### src/rtl/errs_pkg.sv
package errs_pkg;
    localparam int DW = 32;
    localparam int AW = 8;
    localparam int IW = AW - 2;

    // Word index of each register (byte address >> 2)
    localparam logic [IW-1:0] W_UNC_STAT = IW'(0);
    localparam logic [IW-1:0] W_UNC_MASK = IW'(1);
    localparam logic [IW-1:0] W_UNC_SEV  = IW'(2);
    localparam logic [IW-1:0] W_COR_STAT = IW'(3);
    localparam logic [IW-1:0] W_COR_MASK = IW'(4);
    localparam logic [IW-1:0] W_CAP      = IW'(5);

    typedef struct packed {
        logic          rd_valid;
        logic [DW-1:0] rd_data;
        logic [DW-1:0] sev;
    } top_state_t;
endpackage

### src/rtl/errs_status_bank.sv
module errs_status_bank #(
    parameter int            DW       = 32,
    parameter logic [DW-1:0] VALID    = '1,
    parameter logic [DW-1:0] MASK_RST = '1
) (
    input  logic          clk,
    input  logic          rst_n,
    input  logic [DW-1:0] evt_i,
    input  logic          wr_stat_i,
    input  logic          wr_mask_i,
    input  logic [DW-1:0] wdata_i,
    output logic [DW-1:0] status_o,
    output logic [DW-1:0] mask_o,
    output logic          irq_o
);
    typedef struct packed {
        logic [DW-1:0] status;
        logic [DW-1:0] mask;
    } bank_t;

    bank_t         q, d;
    logic [DW-1:0] set_v;
    logic [DW-1:0] clr_v;
    logic [DW-1:0] pend_v;

    always_comb begin
        d     = q;
        set_v = evt_i & VALID;
        clr_v = wr_stat_i ? (wdata_i & VALID) : '0;
        // a set in the same cycle overrides a clear
        d.status = ((q.status & ~clr_v) | set_v) & VALID;
        if (wr_mask_i) begin
            d.mask = wdata_i & VALID;
        end
    end

    always_ff @(posedge clk) begin
        if (!rst_n) begin
            q.status <= '0;
            q.mask   <= MASK_RST & VALID;
        end else begin
            q <= d;
        end
    end

    // one pending flag per bit, reduced to the interrupt
    for (genvar b = 0; b < DW; b++) begin : g_pend
        assign pend_v[b] = q.status[b] & ~q.mask[b];
    end

    assign status_o = q.status;
    assign mask_o   = q.mask;
    assign irq_o    = |pend_v;

    assert_rsvd_zero_R2: assert property (@(posedge clk) disable iff (!rst_n)
        ((status_o & ~VALID) == '0) && ((mask_o & ~VALID) == '0));

    assert_w1c_clears_R4: assert property (@(posedge clk) disable iff (!rst_n)
        (wr_stat_i && ((evt_i & wdata_i) == '0)) |=> ((status_o & $past(wdata_i)) == '0));

    assert_evt_sets_R5: assert property (@(posedge clk) disable iff (!rst_n)
        (|(evt_i & VALID)) |=> ((status_o & $past(evt_i & VALID)) == $past(evt_i & VALID)));

    assert_rise_needs_evt_R5: assert property (@(posedge clk) disable iff (!rst_n)
        1'b1 |=> ((status_o & ~$past(status_o) & ~$past(evt_i)) == '0));
endmodule

### src/rtl/errs_first_ptr.sv
module errs_first_ptr #(
    parameter int DW = 32,
    parameter int PW = 6
) (
    input  logic          clk,
    input  logic          rst_n,
    input  logic [DW-1:0] status_i,
    input  logic [DW-1:0] mask_i,
    input  logic [DW-1:0] evt_i,
    output logic [PW-1:0] ptr_o
);
    logic [PW-1:0] ptr_q, ptr_d;
    logic [DW-1:0] hit;
    logic [PW-1:0] sel;

    always_comb begin
        hit = evt_i & ~mask_i;
        sel = '0;
        for (int i = DW - 1; i >= 0; i--) begin
            if (hit[i]) sel = PW'(i);
        end
        ptr_d = ptr_q;
        if ((status_i == '0) && (hit != '0)) begin
            ptr_d = sel;
        end
    end

    always_ff @(posedge clk) begin
        if (!rst_n) ptr_q <= '0;
        else        ptr_q <= ptr_d;
    end

    assign ptr_o = ptr_q;

    assert_ptr_hold_R8: assert property (@(posedge clk) disable iff (!rst_n)
        (status_i != '0) |=> $stable(ptr_o));

    assert_ptr_quiet_R8: assert property (@(posedge clk) disable iff (!rst_n)
        ((evt_i & ~mask_i) == '0) |=> $stable(ptr_o));
endmodule

### src/rtl/errs_regs.sv
module errs_regs #(
    parameter logic [errs_pkg::DW-1:0] UNC_VALID = 32'h0001_CFFF,
    parameter logic [errs_pkg::DW-1:0] COR_VALID = 32'h0000_007F,
    parameter logic [errs_pkg::DW-1:0] CAP_RST   = 32'h0000_0200,
    parameter int                      PW        = 6
) (
    input  logic                      clk,
    input  logic                      rst_n,
    input  logic                      req_valid,
    input  logic                      req_write,
    input  logic [errs_pkg::AW-1:0]   req_addr,
    input  logic [errs_pkg::DW-1:0]   req_wdata,
    output logic                      rd_valid,
    output logic [errs_pkg::DW-1:0]   rd_data,
    input  logic [errs_pkg::DW-1:0]   unc_evt,
    input  logic [errs_pkg::DW-1:0]   cor_evt,
    output logic                      unc_irq,
    output logic                      cor_irq
);
    import errs_pkg::*;

    localparam logic [DW-1:0] PTR_FIELD = DW'((64'd1 << PW) - 64'd1);
    localparam logic [DW-1:0] CAP_FIXED = CAP_RST & ~PTR_FIELD;

    top_state_t    q, d;
    logic          aligned;
    logic [IW-1:0] widx;
    logic          wr_ok, rd_ok;
    logic [DW-1:0] unc_stat, unc_mask, cor_stat, cor_mask;
    logic [PW-1:0] first_ptr;
    logic [DW-1:0] cap_word;
    logic [DW-1:0] rd_mux;

    assign aligned = (req_addr[1:0] == 2'b00);
    assign widx    = req_addr[AW-1:2];
    assign wr_ok   = req_valid &  req_write & aligned;
    assign rd_ok   = req_valid & ~req_write;

    errs_status_bank #(.DW(DW), .VALID(UNC_VALID), .MASK_RST(UNC_VALID)) i_unc_bank (
        .clk       (clk),
        .rst_n     (rst_n),
        .evt_i     (unc_evt),
        .wr_stat_i (wr_ok && widx == W_UNC_STAT),
        .wr_mask_i (wr_ok && widx == W_UNC_MASK),
        .wdata_i   (req_wdata),
        .status_o  (unc_stat),
        .mask_o    (unc_mask),
        .irq_o     (unc_irq)
    );

    errs_status_bank #(.DW(DW), .VALID(COR_VALID), .MASK_RST(COR_VALID)) i_cor_bank (
        .clk       (clk),
        .rst_n     (rst_n),
        .evt_i     (cor_evt),
        .wr_stat_i (wr_ok && widx == W_COR_STAT),
        .wr_mask_i (wr_ok && widx == W_COR_MASK),
        .wdata_i   (req_wdata),
        .status_o  (cor_stat),
        .mask_o    (cor_mask),
        .irq_o     (cor_irq)
    );

    errs_first_ptr #(.DW(DW), .PW(PW)) i_first_ptr (
        .clk      (clk),
        .rst_n    (rst_n),
        .status_i (unc_stat),
        .mask_i   (unc_mask),
        .evt_i    (unc_evt & UNC_VALID),
        .ptr_o    (first_ptr)
    );

    assign cap_word = CAP_FIXED | DW'(first_ptr);

    always_comb begin
        rd_mux = '0;
        if (aligned) begin
            case (widx)
                W_UNC_STAT: rd_mux = unc_stat;
                W_UNC_MASK: rd_mux = unc_mask;
                W_UNC_SEV:  rd_mux = q.sev;
                W_COR_STAT: rd_mux = cor_stat;
                W_COR_MASK: rd_mux = cor_mask;
                W_CAP:      rd_mux = cap_word;
                default:    rd_mux = '0;
            endcase
        end
    end

    always_comb begin
        d          = q;
        d.rd_valid = rd_ok;
        d.rd_data  = rd_ok ? rd_mux : '0;
        if (wr_ok && widx == W_UNC_SEV) begin
            d.sev = req_wdata & UNC_VALID;
        end
    end

    always_ff @(posedge clk) begin
        if (!rst_n) begin
            q.rd_valid <= 1'b0;
            q.rd_data  <= '0;
            q.sev      <= UNC_VALID;
        end else begin
            q <= d;
        end
    end

    assign rd_valid = q.rd_valid;
    assign rd_data  = q.rd_data;

    assert_rd_follows_req_R9: assert property (@(posedge clk) disable iff (!rst_n)
        rd_valid |-> $past(req_valid && !req_write));

    assert_misaligned_rd_zero_R9: assert property (@(posedge clk) disable iff (!rst_n)
        (rd_ok && !aligned) |=> (rd_data == '0));

    assert_sev_rsvd_R2: assert property (@(posedge clk) disable iff (!rst_n)
        (q.sev & ~UNC_VALID) == '0);
endmodule

### config.mk
export PLATFORM = sky130hd
export DESIGN_NAME = errs_regs
export DESIGN_NICKNAME = d
export VERILOG_FILES = /design/src/rtl/errs_pkg.sv /design/src/rtl/errs_status_bank.sv /design/src/rtl/errs_first_ptr.sv /design/src/rtl/errs_regs.sv
export SDC_FILE = /design/constraint.sdc
export NUM_CORES = 1
export LEC_CHECK = 0
export BUFFER_PORTS_ARGS = -buffer_cell sky130_fd_sc_hd__buf_2
export CELL_PAD_IN_SITES_DETAIL_PLACEMENT = 1
export CELL_PAD_IN_SITES_GLOBAL_PLACEMENT = 1
export CORE_ASPECT_RATIO = 1.5
export CORE_MARGIN = 2
export CORE_UTILIZATION = 40
export CTS_CLUSTER_SIZE = 40
export DETAILED_ROUTE_END_ITERATION = 16
export GPL_TIMING_DRIVEN = 1
export PLACE_DENSITY_LB_ADDON = 0.1
export RECOVER_POWER = 25
export SYNTH_ARGS = -nofsm -noshare
export SYNTH_HDL_FRONTEND = slang
export SYNTH_HIERARCHICAL = 1
export SYNTH_SLANG_ARGS = --single-unit
### constraint.sdc
create_clock -name clk -period 2.75 [get_ports clk]
set_input_delay 0.4125 -clock clk [delete_from_list [all_inputs] [get_ports clk]]
set_output_delay 0.4125 -clock clk [all_outputs]
set_load 0.01 [all_outputs]
; ---- Word level (Yosys, flattened, before mapping)
; Index checks and enable logic that the tools add are counted.
[word_totals]
register_bits = 98
in_bits = 108
out_inout_bits = 35
wordCells = 117
[op_classes]
n_eq_ne = 5
mux = 35
bitwise = 56
n_reduce_logical = 13
[ops]
columns = operator, count
row1 = two-way mux 5 bit, 32
row2 = one-hot mux 17 bit (6 select lines), 1
row3 = OR reduction 32 bit, 2
row4 = AND 17 x 32 -> 32 bit, 1
row5 = logical NOT 32 bit, 1
row6 = NOT 17 -> 32 bit, 1
row7 = nonzero test 32 bit, 1
row8 = AND 1 bit, 25
row9 = NOT 1 bit, 23
row10 = AND 17 bit, 1
row11 = two-way mux 17 bit, 1
row12 = NOT 17 bit, 1
row13 = bitwise OR 17 bit, 1
row14 = equality test 6 x 2 -> 1 bit (second input constant), 2
row15 = equality test 6 x 3 -> 1 bit (second input constant), 2
row16 = AND 7 bit, 1
row17 = two-way mux 7 bit, 1
row18 = NOT 7 bit, 1
row19 = bitwise OR 7 bit, 1
row20 = equality test 6 x 1 -> 1 bit (second input constant), 1
row21 = logical AND 1 bit, 6
row22 = logical NOT 6 bit, 1
row23 = AND reduction 3 bit, 1
row24 = logical NOT 2 bit, 1

; ---- Logic depth before layout (Yosys ltp)
[depth]
word_depth = 34
ltp_mapped = 9
depth_no_buf = 6

; ---- By module
; The synthesis kept the hierarchy.
[by_module_without_submodules]
columns = mod, instances, cells_each, area_each_um2
row1 = errs_regs, 1, 282, 2533.7
row2 = errs_status_bank at i_unc_bank, 1, 170, 1432.6
row3 = errs_first_ptr, 1, 126, 974.7
row4 = errs_status_bank at i_cor_bank, 1, 112, 925.9

; ---- Worst setup path before layout
; Ideal clock, no wire load.
[synth_timing]
path_kind = input to register
startpoint = in req_addr[7] in the netlist's numbering
endpoint = reg i_unc_bank.q (netlist bit i_unc_bank/status_o[10])
arrival_time_ns = 2.328
required_time_ns = 2.635
setup_slack_ns = 0.307
stages = 9
path_cell_list = or4_4 -> buf_6 -> nor3_2 -> buf_2 -> nor2b_1 -> buf_6 -> nand2_1 -> a21oi_1 -> nor2b_1
[synth_via]
elab_chain_len = 6
[synth_rtl]
columns = item, line_no
row1 = start: declaration, errs_regs.sv:11  ; input logic [errs_pkg::AW-1:0] req_addr,
row2 = logical NOT 6 bit, errs_regs.sv:43  ; .wr_stat_i (wr_ok && widx == W_UNC_STAT),
row3 = logical AND 1 bit, errs_regs.sv:43
row4 = two-way mux 17 bit, errs_status_bank.sv:29  ; clr_v = wr_stat_i ? (wdata_i & VALID) : '0;
row5 = NOT 17 bit, errs_status_bank.sv:31  ; d.status = ((q.status & ~clr_v) | set_v) & VALID;
row6 = AND 17 bit, errs_status_bank.sv:31
row7 = bitwise OR 17 bit, errs_status_bank.sv:31
row8 = end: declaration, errs_status_bank.sv:21  ; bank_t q, d;
; Every way passes these cells.
; A chain may end at the register's enable or synchronous reset.

; ---- Worst setup path after layout
[layout_timing]
startpoint = reg i_unc_bank.q (netlist bit i_unc_bank/status_o[0])
endpoint = reg i_first_ptr.ptr_q[3] (netlist: i_first_ptr/ptr_o[3])
[layout_via]
elab_chain_len = 2
[layout_rtl]
columns = item, line_no
row1 = logical NOT 32 bit, errs_first_ptr.sv:23  ; if ((status_i == '0) && (hit != '0)) begin
row2 = logical AND 1 bit, errs_first_ptr.sv:23
row3 = end signal: assignment, errs_first_ptr.sv:30  ; else ptr_q <= ptr_d;
row4 = end: declaration, errs_first_ptr.sv:12  ; logic [PW-1:0] ptr_q, ptr_d;
; Every way passes these cells.

==> results_dict.tcl <==
set metrics [dict create \
    worstSetupStartpoint "i_unc_bank/status_o[0]$_SDFF_PN0_" \
    io_buffers 83 \
    fmax_mhz 477.5 \
    clock_skew_ns 0.008181 \
    synth_area_mm2 0.005867 \
    critPathArrivalTime_ns 2.38 \
    cts_tree "yes" \
    syn_inst 690 \
    synth_most_common_cell "buf_4" \
    drc 0 \
    firstDrtPassIters 5 \
    finalWeightedCongestion 0.8491 \
    core_area_mm2 0.01446 \
    initial_core_util_pct 40.58 \
    synth_edf_count 0 \
    grt_pass1_wl_mm 26.05 \
    met2_length_mm 9.121 \
    timing.final.crit_period_ns 2.094 \
    ys_ff_latch 97 \
    synth_top_area_share_pct 33.10 \
    rsz0062_at_grt "no" \
    async_flop_share_pct 0 \
    cts-resized-gates 0 \
    die_w_um 102.9 \
    maxSlewViolCount 0 \
    post-cts-setup-buffers 0 \
    ant_nets 0 \
    path_delay_family "simple AND/OR/NAND/NOR gates" \
    path_clk_slew_ns 0.07 \
    clockRootBuffer "clkbuf_16" \
    highest_layer "met4" \
    hp-class "in -> reg" \
    grt_max_degree 64 \
    globalRoute.totalOverflow 0 \
    vias_per_cell 5.002 \
    leakage_nw 2.656 \
    max_stage_delay_ns 0.53 \
    critPathLaunchType "flop" \
    crit_slowest_cell "nor4_1" \
    setup_violations 0 \
    wl_met1_mm 6.409 \
    wl_mm 16.28 \
    cts_buffers 9 \
    cp.depth 6 \
    avgSynthCellArea_um2 8.503 \
    drv_cap 0 \
    grt.total_usage_pct 21.34 \
    r2r_slack_ns 0.66 \
    required_ns 3.03 \
    ys.warnings.count 6 \
    worst_pin_slew_ns 1.327 \
    fin_crit_sh_pct 76.15 \
    wl_met3_um 476 \
    hpwlAfterDp_mm 12.54 \
    path_class "reg -> reg" \
    core.rowCount 54 \
    ioPinCount 143 \
    crit_end "i_first_ptr/ptr_o[3]$_SDFFE_PN0P_" \
    rr_worst_depth 6 \
    synth_cell_type_count 58 \
    critPathMaxFanout 8 \
    rr_startpoint "i_unc_bank/status_o[0]$_SDFF_PN0_" \
    ctsHoldBuffers 0 \
    nNetsFinal 858 \
    synth_top_flop_cell "dfxtp_1" \
    grt_pass1_vias 4961 \
    clock_path_buffers 2 \
    synth_top_cell_by_area "dfxtp_1" \
    syn_to_final_growth_pct 6.824 \
    antenna_found_initial 0 \
    peakVddDrop_mv 0.2997 \
    relSlewSlack_pct 11.19 \
    die-area_mm2 0.01567 \
    cp.buffers_inverters 0 \
    wl_per_cell_um 17.11 \
    fillerInstances 1838 \
    synth_area_leaders "dfxtp_1 33%, buf_4 15%, mux2i_1 7.5%" \
    worstSkewPairLatency_ns 0.35 \
    hold_viol_final 0 \
    vias 4757 \
    drt_iter0_drc 250 \
    n_antenna_cell 0 \
    cts.sinks 97 \
    die_h_um 152.3 \
    synth_common_cells "118 x buf_4, 97 x dfxtp_1, 84 x nand2_1, 62 x a21oi_1, 50 x nor2b_1" \
    power_density_mw_per_mm2 515.9 \
    outcome "finished clean" \
    setup_tns_ns 0 \
    h-tree-depth 3 \
    yosysSeqAreaShare_pct 33.10 \
    worstPathCellList "nor4_1, nand4_1, nor2_4, o21ai_4, or3_1, a21oi_1" \
    r2r_end "i_first_ptr/ptr_o[3]$_SDFFE_PN0P_" \
    endpoint_kind "flop" \
    whs_ns 0.2865 \
    drive_gt1_share_pct 14.04 \
]
==> layout by cell type (no fill, tap or decap), types with 8 or more instances in the layout <==
cell,count
nor2_1,16
nor4_1,11
buf_4,10
nor2b_1,50
a22oi_1,27
clkbuf_16,9
mux2i_1,44
nand2_1,84
conb_1,107
a222oi_1,18
buf_2,55
a21oi_1,62
nand2b_1,12
inv_1,24
a22o_1,8
clkbuf_1,28
dfxtp_1,97
==> power by group <==
part,internal [mW],switching [mW]
sequential,1.43,0.0287
combinational,0.115,0.170
clock,0.901,0.590
total,2.44,0.789
==> worst register-to-register path: cells and delay by family (launching register included) <==
family	cells	cell delay [ns]
flops	1	0.37
compound gates	2	0.27
simple gates	4	1.40
==> state kept, by name (all words and copies together), names as in the netlist <==
name	count
q	15
i_cor_bank/mask_o	7
i_unc_bank/status_o	15
i_first_ptr/ptr_o	5
i_unc_bank/mask_o	15
i_cor_bank/status_o	7
rd_data	32
rd_valid	1
==> area by class of cell <==
cell class	instances	area, um2	area share, %
Clock buffer	9	225.2	3.594
Clock inverter	7	123.9	1.976
Inverter	24	90.09	1.437
Multi-Input combinational cell	525	3186	50.83
Sequential cell	97	1942	30.98
Tap cell	196	245.2	3.913
Timing Repair Buffer	93	455.4	7.267
==> metrics by stage <==
| step | cell area (um2) | setup WS [ns] | total power, mW | util (%) | std cells |
|---|---|---|---|---|---|
| floorplan | 6254 | 0.3065 | 1.746 | - | 793 |
| global placement | 5953 | 0.5319 | 1.750 | 41.17 | 935 |
| global route | 6267 | 0.5265 | 3.372 | 43.35 | 951 |
| CTS | 6302 | 0.6325 | 3.262 | 43.59 | 951 |
| finish | 6267 | 0.6558 | 3.233 | 43.35 | 951 |
| detailed placement | 5953 | 0.5083 | 1.758 | 41.17 | 935 |
==> how the worst min path moves through the flow <==
stage / startpoint / to / slack (ns) / cells past startpoint
floorplan: i_first_ptr/ptr_o[3]$_SDFFE_PN0P_ / i_first_ptr/ptr_o[3]$_SDFFE_PN0P_ / 0.43 / 2
global placement: i_first_ptr/ptr_o[3]$_SDFFE_PN0P_ / i_first_ptr/ptr_o[3]$_SDFFE_PN0P_ / 0.46 / 2
detailed placement: q[8]$_SDFFE_PN1P_ / q[8]$_SDFFE_PN1P_ / 0.47 / 2
CTS: cor_evt[3] / i_cor_bank/status_o[3]$_SDFF_PN0_ / 0.28 / 3
global route: cor_evt[0] / i_cor_bank/status_o[0]$_SDFF_PN0_ / 0.29 / 3
finish: cor_evt[3] / i_cor_bank/status_o[3]$_SDFF_PN0_ / 0.29 / 3
==> per-layer routing <==
| layer | up-vias | global-route usage (%) |
|---|---|---|
| li1 | 2338 | - |
| met1 | 2317 | 23.77 |
| met2 | 85 | 40.26 |
| met3 | 17 | 3.073 |
| met4 | 0 | 6.579 |
| met5 | - | 0 |
==> kinds of logic after synthesis <==
logic type / Yosys count / share of synthesized area (%)
AND/OR/NAND/NOR: 217 / 21.26
AO/OA/AOI/OAI: 157 / 18.55
multiplexers: 44 / 7.507
flip-flops: 97 / 33.10
buffers and inverters: 171 / 19.32
other: 4 / 0.2558
Power figures use the tool's default switching activity.
